[config.mk]
export PLATFORM = sky130hd
export DESIGN_NAME = pq_coalesce
export DESIGN_NICKNAME = d
export VERILOG_FILES = /design/src/rtl/pq_pkg.sv /design/src/rtl/pq_decode.sv /design/src/rtl/pq_cell.sv /design/src/rtl/pq_pick.sv /design/src/rtl/pq_coalesce.sv
export SDC_FILE = /design/constraint.sdc
export NUM_CORES = 1
export LEC_CHECK = 0
export CAP_MARGIN = 15
export CORE_ASPECT_RATIO = 0.5
export CORE_MARGIN = 5
export CORE_UTILIZATION = 35
export CTS_CLUSTER_SIZE = 25
export DETAILED_ROUTE_END_ITERATION = 12
export DONT_BUFFER_PORTS = 1
export PLACE_DENSITY_LB_ADDON = 0.12
export SYNTH_ARGS = -nofsm -noshare
export SYNTH_HDL_FRONTEND = slang
export SYNTH_SLANG_ARGS = --single-unit
[constraint.sdc]
create_clock -name clk -period 6.02 [get_ports clk]
set_input_delay 1.806 -clock clk [delete_from_list [all_inputs] [get_ports clk]]
set_output_delay 1.806 -clock clk [all_outputs]
set_load 0.005 [all_outputs]
[src/rtl/pq_pkg.sv]
package pq_pkg;
   typedef enum logic [2:0] {
      OP_NONE,
      OP_GET,
      OP_SET,
      OP_EOI,
      OP_TRIG
   } pq_op_e;

   // s = {p, q, fwd}; apply one trigger event
   function automatic logic [2:0] pq_fire(input logic [2:0] s);
      if (!s[2]) return {1'b1, s[1], 1'b1};
      else       return {1'b1, 1'b1, s[0]};
   endfunction
endpackage

[src/rtl/pq_decode.sv]
module pq_decode
   import pq_pkg::*;
#(
   parameter int NUM_SRC      = 8,
   parameter int PAGE_SHIFT   = 12,
   parameter bit STORE_EOI_EN = 1'b1,
   parameter bit TRIG_PAGE_EN = 1'b1,
   localparam int SRC_W       = $clog2(NUM_SRC),
   localparam int ADDR_W      = PAGE_SHIFT + SRC_W + 1
) (
   input  logic              bus_req,
   input  logic              bus_wr,
   input  logic [ADDR_W-1:0] bus_addr,
   output pq_op_e            op,
   output logic [SRC_W-1:0]  src,
   output logic [1:0]        set_val
);
   localparam logic [PAGE_SHIFT-1:0] OFF_GET  = 'h800;
   localparam logic [PAGE_SHIFT-1:0] SET_BASE = 'hC00;
   localparam logic [PAGE_SHIFT-1:0] SET_MASK = 'h300;

   logic                  page_trig;
   logic [PAGE_SHIFT-1:0] off;
   logic                  src_ok, set_hit, eoi_ok, trig_ok;

   assign page_trig = bus_addr[ADDR_W-1];
   assign src       = bus_addr[PAGE_SHIFT +: SRC_W];
   assign off       = bus_addr[PAGE_SHIFT-1:0];
   assign src_ok    = ({1'b0, src} < (SRC_W+1)'(NUM_SRC));
   assign set_hit   = ((off & ~SET_MASK) == SET_BASE);
   assign set_val   = off[9:8];

   if (STORE_EOI_EN) begin : g_eoi_on
      assign eoi_ok = 1'b1;
   end else begin : g_eoi_off
      assign eoi_ok = 1'b0;
   end

   if (TRIG_PAGE_EN) begin : g_trig_on
      assign trig_ok = 1'b1;
   end else begin : g_trig_off
      assign trig_ok = 1'b0;
   end

   always_comb begin
      op = OP_NONE;
      if (bus_req && src_ok) begin
         if (!page_trig) begin
            if (!bus_wr) begin
               if (off == OFF_GET) op = OP_GET;
               else if (set_hit)   op = OP_SET;
            end else if (off == '0 && eoi_ok) begin
               op = OP_EOI;
            end
         end else if (bus_wr && trig_ok) begin
            op = OP_TRIG;
         end
      end
   end
endmodule

[src/rtl/pq_cell.sv]
module pq_cell
   import pq_pkg::*;
(
   input  logic       clk,
   input  logic       rst_n,
   input  logic       sel,
   input  pq_op_e     op,
   input  logic [1:0] set_val,
   input  logic       hw_trig,
   input  logic       emit_clr,
   output logic [1:0] pq,
   output logic       fwd
);
   logic [2:0] st_q, st_d;

   always_comb begin
      st_d    = st_q;
      st_d[0] = st_q[0] & ~emit_clr;
      if (sel) begin
         case (op)
            OP_SET:  st_d = {set_val, 1'b0};
            OP_EOI:  st_d = st_q[1] ? 3'b101 : 3'b000;
            OP_TRIG: st_d = pq_fire(st_d);
            default: ;
         endcase
      end
      if (hw_trig) st_d = pq_fire(st_d);
   end

   always_ff @(posedge clk) begin
      if (!rst_n) st_q <= '0;
      else        st_q <= st_d;
   end

   assign pq  = st_q[2:1];
   assign fwd = st_q[0];
endmodule

[src/rtl/pq_pick.sv]
module pq_pick #(
   parameter int NUM_SRC = 8,
   localparam int SRC_W  = $clog2(NUM_SRC)
) (
   input  logic [NUM_SRC-1:0] fwd,
   output logic               valid,
   output logic [SRC_W-1:0]   idx,
   output logic [NUM_SRC-1:0] grant
);
   always_comb begin
      idx = '0;
      for (int i = NUM_SRC - 1; i >= 0; i--) begin
         if (fwd[i]) idx = SRC_W'(i);
      end
   end

   assign valid = |fwd;
   assign grant = valid ? (NUM_SRC'(1) << idx) : '0;
endmodule

[src/rtl/pq_coalesce.sv]
module pq_coalesce
   import pq_pkg::*;
#(
   parameter int NUM_SRC      = 8,
   parameter int PAGE_SHIFT   = 12,
   parameter bit STORE_EOI_EN = 1'b1,
   parameter bit TRIG_PAGE_EN = 1'b1,
   localparam int SRC_W       = $clog2(NUM_SRC),
   localparam int ADDR_W      = PAGE_SHIFT + SRC_W + 1
) (
   input  logic               clk,
   input  logic               rst_n,
   input  logic [NUM_SRC-1:0] hw_trig,
   input  logic               bus_req,
   input  logic               bus_wr,
   input  logic [ADDR_W-1:0]  bus_addr,
   output logic [63:0]        bus_rdata,
   output logic               bus_rvalid,
   output logic               evt_valid,
   output logic [SRC_W-1:0]   evt_src
);
   if (NUM_SRC < 2) begin : g_bad_num
      $error("pq_coalesce: NUM_SRC must be at least 2");
   end
   if (PAGE_SHIFT < 12) begin : g_bad_page
      $error("pq_coalesce: PAGE_SHIFT must be at least 12");
   end

   pq_op_e               dec_op;
   logic [SRC_W-1:0]     dec_src;
   logic [1:0]           dec_set;
   logic [NUM_SRC-1:0]   fwd, grant;
   logic [1:0]           pq_arr [NUM_SRC];
   logic [2*NUM_SRC-1:0] pq_flat;
   logic [1:0]           old_pq;
   logic                 rd_hit;

   pq_decode #(
      .NUM_SRC(NUM_SRC), .PAGE_SHIFT(PAGE_SHIFT),
      .STORE_EOI_EN(STORE_EOI_EN), .TRIG_PAGE_EN(TRIG_PAGE_EN)
   ) u_dec (
      .bus_req(bus_req), .bus_wr(bus_wr), .bus_addr(bus_addr),
      .op(dec_op), .src(dec_src), .set_val(dec_set)
   );

   for (genvar i = 0; i < NUM_SRC; i++) begin : g_src
      logic sel_i;
      assign sel_i = (dec_op != OP_NONE) && (dec_src == SRC_W'(i));
      pq_cell u_cell (
         .clk(clk), .rst_n(rst_n), .sel(sel_i), .op(dec_op),
         .set_val(dec_set), .hw_trig(hw_trig[i]), .emit_clr(grant[i]),
         .pq(pq_arr[i]), .fwd(fwd[i])
      );
      assign pq_flat[2*i +: 2] = pq_arr[i];
   end

   pq_pick #(.NUM_SRC(NUM_SRC)) u_pick (
      .fwd(fwd), .valid(evt_valid), .idx(evt_src), .grant(grant)
   );

   assign rd_hit = (dec_op == OP_GET) || (dec_op == OP_SET);
   assign old_pq = rd_hit ? pq_arr[dec_src] : 2'b00;

   always_ff @(posedge clk) begin
      if (!rst_n) begin
         bus_rvalid <= 1'b0;
         bus_rdata  <= '0;
      end else begin
         bus_rvalid <= bus_req && !bus_wr;
         bus_rdata  <= {62'd0, old_pq};
      end
   end
endmodule

Word-level counts from Yosys, hierarchy flattened. Cells that the tools add are included.

$lt $le $gt $ge: 1. Eq/ne operators: 13. Shift operators: 1. Multiplexer cells: 67. Bitwise gates (word level): 17. Reductions and logical operators: 16.

Operator list (count): $mux 3 (37); $pmux 3 s3 (8); $mux 2 (20); $eq 3x3->1 const B (5); $eq 12x12->1 const B (1); $eq 3x2->1 const B (4); $logic_not 12->1 (1); $eq 10x10->1 const B (1); $logic_and 1x1->1 (9); $and 1x1->1 (8); $mux 8 (1); $not 1->1 (8); $reduce_or 8->1 (1); $shl 1x3->8 const A (1); $bmux 2 s3 (1); $eq 3x1->1 const B (2); $ge 4x4->1 const B (1); $not 3->4 (1); $logic_not 3->1 (1); $reduce_bool 3->1 (1); $reduce_and 2->1 (1); $logic_not 1->1 (1); $logic_or 1x1->1 (1).

Flip-flop bits (word level): 89. Input bits: 28. Output and inout port bits: 69. Word-level logic and storage cells: 126.

Logic depth before layout (Yosys ltp). Gate-level depths: netlist of run 1.

Depth in word-level cells: 17. Mapped depth: 7. Depth with buffers taken out: 6.

Modules after synthesis. A second synthesis of run 1 with hierarchy kept.

Cells, all modules: 356. Area total of the unflattened synthesis: 2937.8 µm².

Modules (own cells, without submodules): pq_cell (instances 8, cells each 27, area an instance 236.5 µm², seq. area each 60.1 µm²); pq_coalesce (instances 1, cells each 99, area an instance 792.0 µm², seq. area each 60.1 µm²); pq_pick (instances 1, cells each 25, area an instance 141.4 µm², seq. area each 0.0 µm²); pq_decode (instances 1, cells each 16, area an instance 112.6 µm², seq. area each 0.0 µm²).

Worst setup path after synthesis of run 1. Ideal clock, no wire load.

Path kind: input port to flip-flop. Start: input bus_addr[3]. End: register g_src[7].u_cell.st_q[0]. Library setup time: 0.122 ns. Arrival time: 3.390 ns. Required time: 5.898 ns. Slack: 2.508 ns. Stages on the path: 7. Buffers on the path: 1. Path through: or4_4 nor4_4 buf_6 nand2_2 nand2_2 nor2_1 a221o_1.

Longest elaborated chain between the ends: 11. Elaborated cells between the ends (all ways): 18. Those cells by class: eq/ne (5); mux (10); reduce/logical (3).

Ends and longest elaborated chain: start, declared (line pq_coalesce.sv:16) `input logic [ADDR_W-1:0] bus_addr,`; $eq 10x10->1 (line pq_decode.sv:30) `assign set_hit = ((off & ~SET_MASK) == SET_BASE);`; $mux 2 (line pq_decode.sv:51) `else if (set_hit) op = OP_SET;`; $mux 3 (line pq_decode.sv:50) `if (off == OFF_GET) op = OP_GET;`; $mux 3 * (line pq_decode.sv:49) `if (!bus_wr) begin`; $mux 3 * (line pq_decode.sv:48) `if (!page_trig) begin`; $mux 3 * (line pq_decode.sv:47) `if (bus_req && src_ok) begin`; $eq 3x3->1, or another cell as far along; $pmux 3 s3 or $logic_and 1x1->1 (tied branches) (line pq_cell.sv:20, pq_coalesce.sv:48); $mux 3 * (line pq_cell.sv:19) `if (sel) begin`; $mux 2 (line pq_pkg.sv:12) `if (!s[2]) return {1'b1, s[1], 1'b1};`; $mux 3 * (line pq_cell.sv:27) `if (hw_trig) st_d = pq_fire(st_d);`; end signal, assigned (line pq_cell.sv:32) `else st_q <= st_d;`; end, declared (line pq_cell.sv:14) `logic [2:0] st_q, st_d;`.

Every way passes the cells marked *; elsewhere a longest branch is shown, timed or not. A chain may end at the register's enable or synchronous reset.

Final worst setup path of run 1.
Start: register g_src[3].u_cell.st_q[0]. End: output evt_valid.

Longest elaborated chain between the ends: 1.

Ends and longest elaborated chain: start, declared (line pq_cell.sv:14); start signal, assigned (line pq_cell.sv:32); $reduce_or 8->1 (line pq_pick.sv:17) `assign valid = |fwd;`; end, declared (line pq_coalesce.sv:19) `output logic evt_valid,`.

Every way passes these cells.

==> flow_summary.yaml, run 1 <==
placed_design:
  pre_cts_ws_ns: 2.034
  io_buffers: 0
  hpwl_mm: 4.984
  gp_congestion: 0.8986
clocking:
  path_clk_slew_ns: 0.07
  hold_buffers: 0
  post_cts_buffers: 0
  tritoncts: "done"
  clk_path_buf_depth: 2
  clk_latency_ns: 0.27
  cts_num_sinks: 27
  cts-root-buf: "clkbuf_16"
  numCtsBuffers: 3
  post_cts_resized: 0
  cts_max_level: 1
die:
  coreArea_sq_um: 6832
  die_area_sq_um: 9084
  die_w_um: 129.9
  io_pins: 97
  rows: 21
  start_util_pct: 36.81
  fp.dieH_um: 69.94
synthesis:
  syn-instance-count: 323
  synth_most_common_cell: "buf_4"
  post-synth-top-area-cell: "dfxtp_1"
  synth.cell_area_sq_um: 2515
  ys_types: 65
  ys_warn_count: 0
  synthTopCellsByArea: "dfxtp_1 21%, buf_4 19%, nand2_1 5.1%, mux4_2 3.6%, a21oi_1 2.8%"
  synthArstFlopShare_pct: 0
  synth-seq-cells: 27
  yosysTopAreaCellShare_pct: 21.49
  syn_avg_cell_area_sq_um: 7.786
  synthFlopType: "dfxtp_1"
  synth_edf_count: 0
  yosysSeqAreaShare_pct: 21.49
  synthTopCellsByCount: "63 x buf_4, 34 x nand2_1, 27 x dfxtp_1"
finish:
  antennaDiodeCount: 0
  drive_gt1_share_pct: 6.984
  multi_input_area_sq_um: 1622
  fillers: 722
  nets: 344
  utilization_pct: 35.22
  seq_area_sq_um: 540.5
  syn2layout_area_growth_pct: -4.328
timing:
  setup_tns_ns: 0
  slew_violations: 0
  relSlewSlack_pct: 43.11
  fin_skew_ns: 0.003050
  worst_slew_pin_slew_ns: 0.8470
  whs_ns: 0.5669
  grt_setup_unrepaired: "no"
  hold_viol: 0
  fin_crit_ns: 3.847
  setup_viol: 0
  finalCritPeriodShare_pct: 63.91
  fin_ws_ns: 2.173
  max_freq_ghz: 0.2599
routing:
  vias_per_cell: 5.369
  drt-initial-drc-count: 129
  vias: 2185
  wl_per_cell_um: 16.28
  route.detailed.drc: 0
  firstDrtPassIters: 4
  drt_wl_total_mm: 6.626
  drtAntennaViolNets: 0
pwr:
  p_int_mw: 0.3181
  cellPowerDensity_nw_per_um2: 188.8
  p_sw_share_pct: 29.98
  leakage_nw: 1.023
  clkPwrFrac_pct: 35.4
  ir_drop_mv: 0.08971
  p_seq_share_pct: 45.5
  power_frac_comb_pct: 19.1
  switchingPower_mw: 0.1362
critical_path:
  crit_path_end_kind: "output port"
  cp_max_fo: 5
  crit_type: "register to output port"
  cp.required_ns: 4.21
  critPathArrivalTime_ns: 2.04
  startpoint_type: "register"
flow_run:
  maxCapViolations: 0
global_route:
  grt_max_degree: 45
  grt_pass1_vias: 2027
  gr-usage-all-layers_pct: 14.26
  overflow: 0
  grt_pass1_wl_mm: 10.47
  antenna_found_initial: 0
worst_hold_path:
  hold_path.class: "register to register"
outcome:
  status: "complete, no violations"
[power by group through the flow]
stage / Combinational (mW) / Sequential [mW] / Clock [mW]
2_1_floorplan: 0.105 / 0.205 / 0
3_3_place_gp: 0.0841 / 0.211 / 0
3_5_place_dp: 0.0849 / 0.211 / 0
4_1_cts: 0.0855 / 0.207 / 0.163
5_1_grt: 0.0983 / 0.209 / 0.170
6_report: 0.0867 / 0.207 / 0.161
[area by class of cell]
class | count | area share, %
Timing Repair Buffer | 1 | 0.3120
Tap cell | 92 | 4.784
Clock buffer | 3 | 3.120
Sequential cell | 27 | 22.46
Inverter | 11 | 1.716
Multi-Input combinational cell | 272 | 67.39
Clock inverter | 1 | 0.2080
[sequential cells by signal, indices dropped and copies added, names as in the netlist]
register	count
bus_rdata	2
bus_rvalid	1
g_src.u_cell.st_q	24
[worst paths after layout]
check	start	endpoint	slack (ns)	cells past startpoint
max	g_src[3].u_cell.st_q[0]$_SDFF_PN0_	evt_valid	2.17	3
min	g_src[2].u_cell.st_q[0]$_SDFF_PN0_	g_src[2].u_cell.st_q[0]$_SDFF_PN0_	0.57	2
max reg2reg	g_src[3].u_cell.st_q[0]$_SDFF_PN0_	g_src[7].u_cell.st_q[0]$_SDFF_PN0_	3.76	6
min reg2reg	g_src[2].u_cell.st_q[0]$_SDFF_PN0_	g_src[2].u_cell.st_q[0]$_SDFF_PN0_	0.57	2
[logic make-up (layout without fill, tap and decap cells)]
| group | count (synthesis) | in the layout | synth area share [%] |
|---|---|---|---|
| AO/OA/AOI/OAI | 79 | 79 | 22.59 |
| AND/OR/NAND/NOR | 121 | 121 | 26.62 |
| multiplexers | 10 | 10 | 6.020 |
| flip-flops | 27 | 27 | 21.49 |
| buffers and inverters | 85 | 16 | 23.13 |
| other | 1 | 62 | 0.1491 |
[worst max-delay path, stage by stage (launching register included)]
cell,delay [ns]
dfxtp_1,0.35
or4_1,0.66
or3_1,0.39
or3_1,0.37
[per-stage QoR]
stage               total power, mW  cells  instance area [sq um]
detailed placement           0.2956    403                   2326
global placement             0.2951    403                   2326
floorplan                    0.3107    384                   2744
finish                       0.4543    407                   2406
CTS                          0.4551    407                   2406
global route                 0.4774    407                   2406
[per-layer routing]
layer	track usage [%]	share of wire [%]	up-vias
met1	19.38	44	1023
met4	3.111	0.71	0
li1	-	-	1027
met3	4.417	13	9
met2	22.13	42	126
met5	0	0	-
[placed cells by master, fill, tap and decap left out, types with 2 or more instances in the layout]
cell | synthesis | final
nand2b_1 | 8 | 8
o21ai_0 | 9 | 9
o21a_1 | 6 | 6
conb_1 | 1 | 62
a32o_1 | 2 | 2
dfxtp_1 | 27 | 27
o31ai_1 | 3 | 3
and3_1 | 7 | 7
a31oi_1 | 6 | 6
nor2b_1 | 2 | 2
inv_1 | 11 | 11
nand2_1 | 34 | 34
o2bb2ai_1 | 2 | 2
nor2_1 | 17 | 17
nand4_1 | 5 | 5
or3_1 | 2 | 2
o32ai_1 | 2 | 2
o21bai_1 | 3 | 3
nand3_1 | 13 | 13
a22o_1 | 4 | 4
mux4_2 | 4 | 4
or4_4 | 2 | 2
mux2i_1 | 5 | 5
nand2_2 | 3 | 3
a21boi_0 | 5 | 5
o22ai_1 | 2 | 2
a21oi_1 | 14 | 14
a22oi_1 | 5 | 5
o311a_1 | 2 | 2
nor4_1 | 3 | 3
a41oi_1 | 3 | 3
nor3_1 | 3 | 3
and2_1 | 6 | 6
clkbuf_16 | 0 | 3
(Power assumes the default switching activity.)
==> inputs of run 2 (changes only) <==
==> constraint.sdc (replaced) <==
create_clock -name clk -period 3.65 [get_ports clk]
set_input_delay 1.095 -clock clk [delete_from_list [all_inputs] [get_ports clk]]
set_output_delay 1.095 -clock clk [all_outputs]
set_load 0.005 [all_outputs]
==> flow_summary.yaml, run 2 (same netlist as run 1, synthesis figures left out) <==
clocking:
  cts_num_sinks: 27
  post_cts_buffers: 0
  path_clk_slew_ns: 0.07
  hold_buffers: 0
  cts-root-buf: "clkbuf_16"
  tritoncts: "done"
  clk_path_buf_depth: 2
  clk_latency_ns: 0.27
  cts_max_level: 1
  post_cts_resized: 0
  numCtsBuffers: 3
critical_path:
  cp_max_fo: 5
  crit_type: "register to output port"
  cp.required_ns: 2.55
  crit_path_end_kind: "output port"
  critPathArrivalTime_ns: 2.03
  startpoint_type: "register"
finish:
  final_cell_mix: "62 x conb_1, 34 x nand2_1, 27 x dfxtp_1"
  reg_top3: "g_src.u_cell.st_q x24, bus_rdata x2, bus_rvalid x1"
  multi_input_area_sq_um: 1622
  largest-register: "g_src.u_cell.st_q"
  antennaDiodeCount: 0
  drive_gt1_share_pct: 8.150
  syn2layout_area_growth_pct: -3.134
  nets: 348
  largest_reg_flops: 24
  seq_area_sq_um: 540.5
  fillers: 739
  layout_commonest_cell: "conb_1"
global_route:
  grt_pass1_vias: 2010
  gr-usage-all-layers_pct: 14.64
  overflow: 0
  antenna_found_initial: 0
  grt_max_degree: 45
  grt_pass1_wl_mm: 10.70
die:
  die_w_um: 129.9
  rows: 21
  fp.dieH_um: 69.94
  die_area_sq_um: 9084
  io_pins: 97
  start_util_pct: 36.81
  coreArea_sq_um: 6832
pwr:
  p_int_mw: 0.5247
  cellPowerDensity_nw_per_um2: 307.3
  p_seq_share_pct: 45.6
  p_sw_share_pct: 29.91
  leakage_nw: 1.044
  power_frac_comb_pct: 19.0
  clkPwrFrac_pct: 35.5
  switchingPower_mw: 0.2239
  ir_drop_mv: 0.1425
timing:
  finalCritPeriodShare_pct: 85.51
  hold_viol: 0
  relSlewSlack_pct: 55.04
  fin_ws_ns: 0.5289
  max_freq_ghz: 0.3204
  grt_setup_unrepaired: "no"
  whs_ns: 0.5691
  setup_viol: 0
  slew_violations: 0
  worst_slew_pin_slew_ns: 0.6694
  fin_skew_ns: 0.001218
  setup_tns_ns: 0
  fin_crit_ns: 3.121
routing:
  drt_wl_total_mm: 6.745
  drtAntennaViolNets: 0
  firstDrtPassIters: 4
  drt-initial-drc-count: 147
  vias: 2162
  wl_per_cell_um: 16.41
  route.detailed.drc: 0
  vias_per_cell: 5.260
placed_design:
  pre_cts_ws_ns: 0.5097
  io_buffers: 0
  gp_congestion: 0.8422
  hpwl_mm: 5.079
outcome:
  status: "complete, no violations"
flow_run:
  maxCapViolations: 0
worst_hold_path:
  hold_path.class: "register to register"
run 2: cell count changes in the layout (fill, tap and decap cells not counted), sizes merged:
cell,previous run,this run
buf,1,5
run 2: power groups by stage:
stage	combinational (mW)	sequential, mW	clock (mW)
2_1_floorplan	0.174	0.338	0
4_1_cts	0.140	0.340	0.272
3_3_place_gp	0.138	0.347	0
3_5_place_dp	0.139	0.347	0
6_report	0.142	0.341	0.265
5_1_grt	0.163	0.344	0.281
run 2: cell type report:
class | count | area share (%)
clock buffers | 3 | 3.082
clock inverters | 1 | 0.2054
inverters | 11 | 1.695
multi-input cells | 272 | 66.56
flip-flops and latches | 27 | 22.19
well taps | 92 | 4.725
repair buffers | 5 | 1.541
run 2: critical path, cell delays in order, from the launching register on:
cell     delay, ns
dfxtp_1       0.35
or4_1         0.64
or3_1         0.39
or3_1         0.37
run 2: path summary, 6_finish.rpt:
| kind | from | endpoint | slack, ns | cells after the start |
|---|---|---|---|---|
| max | g_src[3].u_cell.st_q[0]$_SDFF_PN0_ | evt_valid | 0.53 | 3 |
| min | g_src[6].u_cell.st_q[0]$_SDFF_PN0_ | g_src[6].u_cell.st_q[0]$_SDFF_PN0_ | 0.57 | 2 |
| max reg2reg | g_src[3].u_cell.st_q[0]$_SDFF_PN0_ | g_src[7].u_cell.st_q[0]$_SDFF_PN0_ | 1.54 | 6 |
| min reg2reg | g_src[6].u_cell.st_q[0]$_SDFF_PN0_ | g_src[6].u_cell.st_q[0]$_SDFF_PN0_ | 0.57 | 2 |
run 2: stage by stage:
stage	power (mW)	instances	area, sq um	util, %
CTS	0.7520	411	2436	35.66
floorplan	0.5124	384	2744	-
detailed placement	0.4862	407	2356	34.49
global placement	0.4854	407	2356	34.49
finish	0.7485	411	2436	35.66
global route	0.7889	411	2436	35.66
run 2: metal layers:
metal,GRT usage (%),part of all wire (%),wire length [um]
met2,22.59,43,2868
met3,3.656,12,784
met5,0,0,0
met1,20.81,45,3064
met4,2.535,0.43,29
==> inputs of run 3 (changes only) <==
--- a/config.mk
+++ b/config.mk
@@ -12,7 +12,6 @@
 export CTS_CLUSTER_SIZE = 25
 export DETAILED_ROUTE_END_ITERATION = 12
 export DONT_BUFFER_PORTS = 1
-export PLACE_DENSITY_LB_ADDON = 0.12
 export SYNTH_ARGS = -nofsm -noshare
 export SYNTH_HDL_FRONTEND = slang
 export SYNTH_SLANG_ARGS = --single-unit
==> flow_summary.yaml, run 3 (same netlist as run 1, synthesis figures left out) <==
critical_path:
  crit_path_end_kind: "output port"
  crit_chain: "or4_1, or3_1, or3_1"
  critPathLaunch: "g_src[3].u_cell.st_q[0]$_SDFF_PN0_"
  critPathArrivalTime_ns: 2.00
  cpMaxStageDelayCell: "or4_1"
  slowest_delay_ns: 0.62
  cp_max_fo: 5
  r2r-start: "g_src[3].u_cell.st_q[0]$_SDFF_PN0_"
  rrSetupSlack_ns: 1.52
  crit_type: "register to output port"
  crit_top_cell: "or3_1"
  startpoint_type: "register"
  cp.required_ns: 2.55
clocking:
  clk_latency_ns: 0.26
  path_clk_slew_ns: 0.07
  post_cts_resized: 0
  post_cts_buffers: 0
  numCtsBuffers: 3
  tritoncts: "done"
  hold_buffers: 0
  cts_num_sinks: 27
  cts-root-buf: "clkbuf_16"
  cts_max_level: 1
  clk_path_buf_depth: 2
worst_hold_path:
  hold_path.class: "register to register"
  worstHoldStart: "g_src[1].u_cell.st_q[1]$_SDFF_PN0_"
timing:
  setup_tns_ns: 0
  fin_skew_ns: 0.002056
  slew_violations: 0
  worst_slew_pin_slew_ns: 0.6365
  max_freq_ghz: 0.3235
  relSlewSlack_pct: 57.17
  whs_ns: 0.5621
  setup_viol: 0
  fin_ws_ns: 0.5584
  fin_crit_ns: 3.092
  hold_viol: 0
  finalCritPeriodShare_pct: 84.70
  grt_setup_unrepaired: "no"
global_route:
  grt_pass1_wl_mm: 9.542
  grt_max_degree: 45
  grt_pass1_vias: 1875
  antenna_found_initial: 0
  gr-usage-all-layers_pct: 12.71
  overflow: 0
finish:
  drive_gt1_share_pct: 7.547
  reg_top3: "g_src.u_cell.st_q x24, bus_rdata x2, bus_rvalid x1"
  finalNonFillerCells: 410
  antennaDiodeCount: 0
  final_cell_mix: "62 x conb_1, 34 x nand2_1, 27 x dfxtp_1"
  syn2layout_area_growth_pct: -3.483
  nets: 347
  largest_reg_flops: 24
  largest-register: "g_src.u_cell.st_q"
  layout_commonest_cell: "conb_1"
placed_design:
  dp_cells: 406
  gp_congestion: 0.8558
  pre_cts_ws_ns: 0.4887
  io_buffers: 0
  hpwl_mm: 4.631
routing:
  vias_per_cell: 5.166
  wl_per_cell_um: 14.54
  route.detailed.drc: 0
  drt-initial-drc-count: 123
  vias: 2118
  firstDrtPassIters: 4
  drtAntennaViolNets: 0
  drt_wl_total_mm: 5.960
pwr:
  ir_drop_mv: 0.1706
  power_mw: 0.7333
  cellPowerDensity_nw_per_um2: 302.1
  leakage_nw: 1.035
die:
  start_util_pct: 36.81
  io_pins: 97
  die_area_sq_um: 9084
  coreArea_sq_um: 6832
  fp.dieH_um: 69.94
  die_w_um: 129.9
  rows: 21
flow_run:
  maxCapViolations: 0
outcome:
  status: "complete, no violations"
-- run 3: changes by cell type in the layout (fill, tap and decap cells not counted) --
cell,previous run,this run
buf_4,5,4
clkbuf_1,0,1
clkinv_2,1,0
-- run 3: cell type report --
type	count	area, sq um
multi-input combinational	272	1622
timing repair buffer	4	30.03
tap	92	115.1
sequential	27	540.5
inverter	11	41.29
clock buffer	4	78.83
fill	735	4404
-- run 3: final timing paths --
| check | endpoint | cells past startpoint |
|---|---|---|
| setup / recovery | evt_valid | 3 |
| hold / removal | g_src[1].u_cell.st_q[1]$_SDFF_PN0_ | 2 |
| setup reg to reg | g_src[7].u_cell.st_q[0]$_SDFF_PN0_ | 6 |
| hold reg to reg | g_src[1].u_cell.st_q[1]$_SDFF_PN0_ | 2 |
-- run 3: where the power goes --
part | switching, mW | total (mW) | internal [mW]
clock | 0.105 | 0.255 | 0.150
combinational | 0.0766 | 0.137 | 0.0604
sequential | 0.0254 | 0.341 | 0.316
total | 0.207 | 0.733 | 0.526
-- run 3: metrics by stage --
stage	area [sq um]	util, %
CTS	2427	35.53
global route	2427	35.53
global placement	2349	34.38
finish	2427	35.53
detailed placement	2349	34.38
floorplan	2744	-
-- run 3: routing by layer --
layer	share of wire, %	global-route usage, %
met1	44	17.97
met2	43	20.54
met3	12	1.980
met4	0.42	2.304
met5	0	0
-- run 3: worst max-delay path: cells and delay by family (launching register included) --
kind / cells / cell delay, ns
flip-flops: 1 / 0.35
AND/OR/NAND/NOR: 3 / 1.38
